### src/rtl/uart_rx_standby.sv
module uart_rx_standby #(
  parameter int OSR = 16
) (
  input  logic       clk,
  input  logic       rst_n,
  input  logic       tick,
  input  logic       rxd,
  input  logic       rx_en,
  input  logic       stby_req,
  input  logic       wake_mark,
  input  logic       nine_bit,
  input  logic       par_en,
  input  logic       par_odd,
  input  logic       stat_rd,
  input  logic       data_rd,
  output logic [8:0] rdata,
  output logic [7:0] status,
  output logic       stby
);
  localparam int CW = $clog2(OSR);
  localparam int IW = $clog2(12 * OSR);
  localparam logic [CW-1:0] S0   = CW'(OSR / 2 - 1);
  localparam logic [CW-1:0] S1   = CW'(OSR / 2);
  localparam logic [CW-1:0] S2   = CW'(OSR / 2 + 1);
  localparam logic [CW-1:0] SEND = CW'(OSR - 1);

  logic          busy, nacc, idle_arm, rd_arm;
  logic [CW-1:0] sub;
  logic [3:0]    bidx;
  logic [1:0]    smp;
  logic [8:0]    sh;
  logic [IW-1:0] icnt;
  logic          full, idle, ovr, nf, fe, pf;

  wire [3:0]    nbits    = nine_bit ? 4'd9 : 4'd8;
  wire [IW-1:0] ilen     = IW'((nbits + 4'd2) * OSR);
  wire          maj      = (smp[0] & smp[1]) | (smp[0] & rxd) | (smp[1] & rxd);
  wire          disagree = !((smp[0] == smp[1]) && (smp[1] == rxd));
  wire          decide   = rx_en && busy && tick && sub == S2;
  wire          last     = bidx == nbits + 4'd1;
  wire          done     = decide && last;
  wire [8:0]    word     = nine_bit ? sh : {1'b0, sh[7:0]};
  wire          msb      = nine_bit ? sh[8] : sh[7];
  wire          nerr     = nacc | disagree;
  wire          perr     = par_en && ((^word) ^ par_odd);
  wire          accept   = done && (!stby || (wake_mark && msb));
  wire          idle_hit = rx_en && !busy && tick && idle_arm && rxd && icnt == ilen - 1'b1;
  wire          clr      = data_rd && rd_arm;

  assign status = {2'b00, full, idle, ovr, nf, fe, pf};

  always_ff @(posedge clk or negedge rst_n)
    if (!rst_n) begin
      busy <= 1'b0; sub <= '0; bidx <= '0; smp <= '0; sh <= '0;
      nacc <= 1'b0; icnt <= '0; idle_arm <= 1'b0;
    end else if (!rx_en) begin
      busy <= 1'b0; idle_arm <= 1'b0;
    end else begin
      if (tick && !busy) begin
        if (!rxd) begin
          busy <= 1'b1; sub <= CW'(1); bidx <= '0; nacc <= 1'b0; sh <= '0;
        end
        if (idle_arm) begin
          if (!rxd) icnt <= '0;
          else if (icnt == ilen - 1'b1) idle_arm <= 1'b0;
          else icnt <= icnt + 1'b1;
        end
      end else if (tick) begin
        sub <= (sub == SEND) ? '0 : sub + 1'b1;
        if (sub == SEND) bidx <= bidx + 4'd1;
        if (sub == S0) smp[0] <= rxd;
        if (sub == S1) smp[1] <= rxd;
        if (decide) begin
          if (bidx == 4'd0 && maj) busy <= 1'b0;
          else begin
            nacc <= nerr;
            if (bidx != 4'd0 && !last) sh[bidx - 4'd1] <= maj;
            if (last) begin
              busy <= 1'b0; idle_arm <= 1'b1; icnt <= '0;
            end
          end
        end
      end
      if (stby_req) begin
        idle_arm <= 1'b1; icnt <= '0;
      end
    end

  always_ff @(posedge clk or negedge rst_n)
    if (!rst_n) begin
      full <= 1'b0; idle <= 1'b0; ovr <= 1'b0; nf <= 1'b0; fe <= 1'b0; pf <= 1'b0;
      rd_arm <= 1'b0; rdata <= '0; stby <= 1'b0;
    end else begin
      if (data_rd) rd_arm <= 1'b0;
      if (stat_rd && |status[5:0]) rd_arm <= 1'b1;
      if (clr) begin
        full <= 1'b0; idle <= 1'b0; ovr <= 1'b0; nf <= 1'b0; fe <= 1'b0; pf <= 1'b0;
      end
      if (accept) begin
        if (full && !clr) ovr <= 1'b1;
        else begin
          full <= 1'b1; rdata <= word; nf <= nerr; fe <= !maj; pf <= perr;
        end
      end
      if (idle_hit && !stby) idle <= 1'b1;
      if ((idle_hit && stby && !wake_mark) || (accept && stby)) stby <= 1'b0;
      if (stby_req && rx_en) stby <= 1'b1;
    end

  AST_OFF_HALTS: assert property (@(posedge clk) disable iff (!rst_n) !rx_en |=> !busy);
  AST_DATA_KEPT: assert property (@(posedge clk) disable iff (!rst_n) !$stable(rdata) |-> !$past(full));
  AST_OVR_CAUSE: assert property (@(posedge clk) disable iff (!rst_n) $rose(ovr) |-> $past(full));
  AST_FULL_CLEAR: assert property (@(posedge clk) disable iff (!rst_n) $fell(full) |-> $past(data_rd));
  AST_IDLE_LINE: assert property (@(posedge clk) disable iff (!rst_n) $rose(idle) |-> $past(rxd) && !$past(stby));
  AST_STBY_QUIET: assert property (@(posedge clk) disable iff (!rst_n) (stby && !wake_mark) |=> !$rose(full));
  AST_WAKE_CAUSE: assert property (@(posedge clk) disable iff (!rst_n) $fell(stby) |-> $past(idle_hit) || $past(accept));
endmodule

### config.mk
export PLATFORM = sky130hd
export DESIGN_NAME = uart_rx_standby
export DESIGN_NICKNAME = d
export VERILOG_FILES = /design/src/rtl/uart_rx_standby.sv
export SDC_FILE = /design/constraint.sdc
export NUM_CORES = 1
export LEC_CHECK = 0
export BUFFER_PORTS_ARGS = -buffer_cell sky130_fd_sc_hd__clkbuf_2
export CAP_MARGIN = 20
export CORE_MARGIN = 2
export CORE_UTILIZATION = 36
export CTS_CLUSTER_DIAMETER = 40
export DETAILED_ROUTE_END_ITERATION = 10
export GPL_ROUTABILITY_DRIVEN = 0
export HOLD_SLACK_MARGIN = 0.06
export PLACE_DENSITY = 0.57
export SLEW_MARGIN = 15
export SYNTH_ARGS = -nofsm -noshare
export SYNTH_HDL_FRONTEND = slang
export SYNTH_SLANG_ARGS = --single-unit
### constraint.sdc
create_clock -name clk -period 2.6 [get_ports clk]
set_input_delay 0.13 -clock clk [delete_from_list [all_inputs] [get_ports clk]]
set_output_delay 0.13 -clock clk [all_outputs]
set_load 0.03 [all_outputs]
==> flow_metrics.py <==
metrics = {
    "detailed_routing": {
        "wl_met1_microns": 3135,
        "ant_nets": 0,
        "drt-total-wl_microns": 6062,
        "drt_iter0_markers": 69,
        "drtPass1Iterations": 4,
        "met2WireLength_microns": 2702,
        "via_per_inst": 5.237,
        "routed.top_layer": "met4",
        "wl_per_cell_microns": 14.64,
        "drc": 0,
        "met3_wirelength_microns": 136,
        "vias": 2168,
    },
    "cells_and_area": {
        "fin_cells": 414,
        "final_area_sq_um": 3139,
        "drive_gt1_frac": 0.2051,
        "antenna_cells": 0,
        "fin_util": 0.4105,
        "nets": 334,
        "syn_to_final_growth_pct": 11.86,
    },
    "power": {
        "finalPower_mw": 1.897,
        "p_leak_nw": 1.394,
        "powerDensity_nw_per_um2": 604.2,
        "peakVddDrop_v": 0.0002562,
    },
    "yosys": {
        "synth_top_cell_by_area": "dfrtp_1",
        "ys_seq_elements": 47,
        "synthCells": 285,
        "synth_top_cell_area_share": 0.4191,
        "yosysMostFrequentCell": "dfrtp_1",
        "postSynth.asyncResetShare": 1.000,
        "ys_top_cells_by_area": "dfrtp_1 (42%), ha_1 (4.9%), nand2_1 (4.4%), o21ai_0 (3.7%), a21oi_1 (3.2%)",
        "synthTopCellsByCount": "dfrtp_1 (47), nand2_1 (33), o21ai_0 (21)",
        "yosys_warnings": 0,
        "synth.avg_cell_area_sq_um": 9.847,
        "yosysUniqueCellTypes": 54,
        "synth_edf_count": 0,
        "netlist_area_sq_um": 2806,
        "synthFlopType": "dfrtp_1",
        "seq_area_frac_synth": 0.4191,
    },
    "critical_path": {
        "r2r_end": "nf",
        "crit_path_start_kind": "register",
        "rrSetupSlack_ps": 310,
        "crit_path_end": "nf",
        "critPathKind": "register to register",
        "r2r_cells": 5,
        "critPathMaxFanout": 17,
        "worstPathRequired_ps": 2770,
        "end_kind": "register",
        "cp.arrival_ps": 2460,
        "crit_start": "bidx[0]",
        "rr_startpoint": "bidx[0]",
    },
    "timing": {
        "fin_crit_ps": 2294,
        "hold_viol": 0,
        "whs_ps": 63.25,
        "skew_ps": 5.494,
        "fin_ws_ps": 306.4,
        "worst_pin_slew_ps": 654.0,
        "tns_ps": 0,
        "rsz0062_at_grt": "false",
        "period_share": 0.8821,
        "setup_viol": 0,
        "fmax_mhz": 436.0,
        "maxSlewViolCount": 0,
        "relSlewSlack": 0.5632,
    },
    "placement": {
        "hpwl_microns": 4474,
        "place_ws_ps": 325.7,
        "numPortBuffers": 27,
        "dp.cells": 403,
        "post_dp_cell_area_sq_um": 2997,
    },
    "die": {
        "die_h_microns": 92.30,
        "die_area_sq_um": 8518,
        "coreArea_sq_um": 7647,
        "io_pins": 30,
        "initial_utilization": 0.3670,
        "die_x_microns": 92.30,
        "rows": 32,
    },
    "cts": {
        "h-tree-depth": 2,
        "clock_insertion_delay_worst_skew_ps": 300,
        "cts_buffer_depth": 2,
        "cts_tree": "yes",
        "clk_root_buffer_cell": "clkbuf_8",
        "cts.reportedPaths.clkPinSlew_ps": 90,
        "cts_sinks": 47,
        "cts_buffers": 5,
    },
    "grt": {
        "grt_max_degree": 48,
        "overflow": 0,
        "grt_usage": 0.1522,
        "antenna_found_initial": 0,
        "grt_pass1_vias": 2052,
        "grt_pass1_wl_microns": 10290,
    },
    "run_status": {
        "status": "complete, no violations",
    },
    "hold_path": {
        "hold_class": "input pin to register",
    },
    "run": {
        "cap_violations": 0,
    },
}
## state kept, by name, summed over array words and instances, names as in the netlist, 2 cells and up
| signal | count |
|---|---|
| bidx | 4 |
| icnt | 8 |
| rdata | 9 |
| smp | 2 |
| sub | 4 |
| sh | 9 |
## layer usage
| layer | GRT usage | up-vias |
|---|---|---|
| met3 | 0.02766 | 7 |
| met5 | 0 | - |
| met2 | 0.2365 | 33 |
| li1 | - | 1075 |
| met1 | 0.2158 | 1053 |
| met4 | 0.04851 | 0 |
## worst max-delay path, stage by stage, from the launching register on
cell and delay, ps:
dfrtp_1 500, or3b_4 460, a2111oi_4 440, o2111ai_4 380
nor4_1 300, a21oi_1 70
## cell usage in the layout, fill, tap and decap left out, drive strengths merged, types with 7 or more instances in the layout
cell type	instances
dfrtp	47
nand2	33
clkbuf	32
o21ai	25
a21oi	19
nor2	15
inv	14
nand3	11
ha	11
nand2b	8
o31ai	7
mux2	7
## report_power, final
part	leakage (nW)	total [mW]	internal [mW]	switching, mW
combinational	0.698	0.476	0.213	0.263
sequential	0.637	0.866	0.782	0.0832
clock	0.0581	0.555	0.287	0.269
## repair_timing
item	CTS	global route
setup buffers	0	0
setup endpoints to repair	0	0
endpoints found under the hold margin	50	0
hold buffers	3	0
gates resized for setup	0	0
## logic make-up (layout without fill, tap and decap cells)
family,count (synthesis),after routing,share of synthesized area
DFF,47,47,0.4191
and+or+nand+nor,101,101,0.1890
AOI/OAI and AO/OA,79,79,0.2176
other,1,2,0.001336
buffers and inverters,28,54,0.05127
muxes,8,8,0.03166
adders and majority gates,11,11,0.04904
xor gates and xnor gates,10,10,0.04102
## cell type report
cell class	instances	area [sq um]
tap	102	127.6
inverter	14	52.55
clock inverter	3	43.79
clock buffer	5	68.82
fill	746	4508
multi-input combinational	211	1490
sequential	47	1176
timing repair buffer	32	180.2
## worst min-delay path by stage
stage / startpoint / depth (start not counted) / to
6_report: stat_rd / 3 / rd_arm
5_1_grt: stat_rd / 3 / rd_arm
3_5_place_dp: rst_n / 2 / icnt[5]
2_1_floorplan: rst_n / 0 / bidx[0]
4_1_cts: stat_rd / 3 / rd_arm
3_3_place_gp: rst_n / 2 / sub[1]
(Power assumes the default switching activity.)
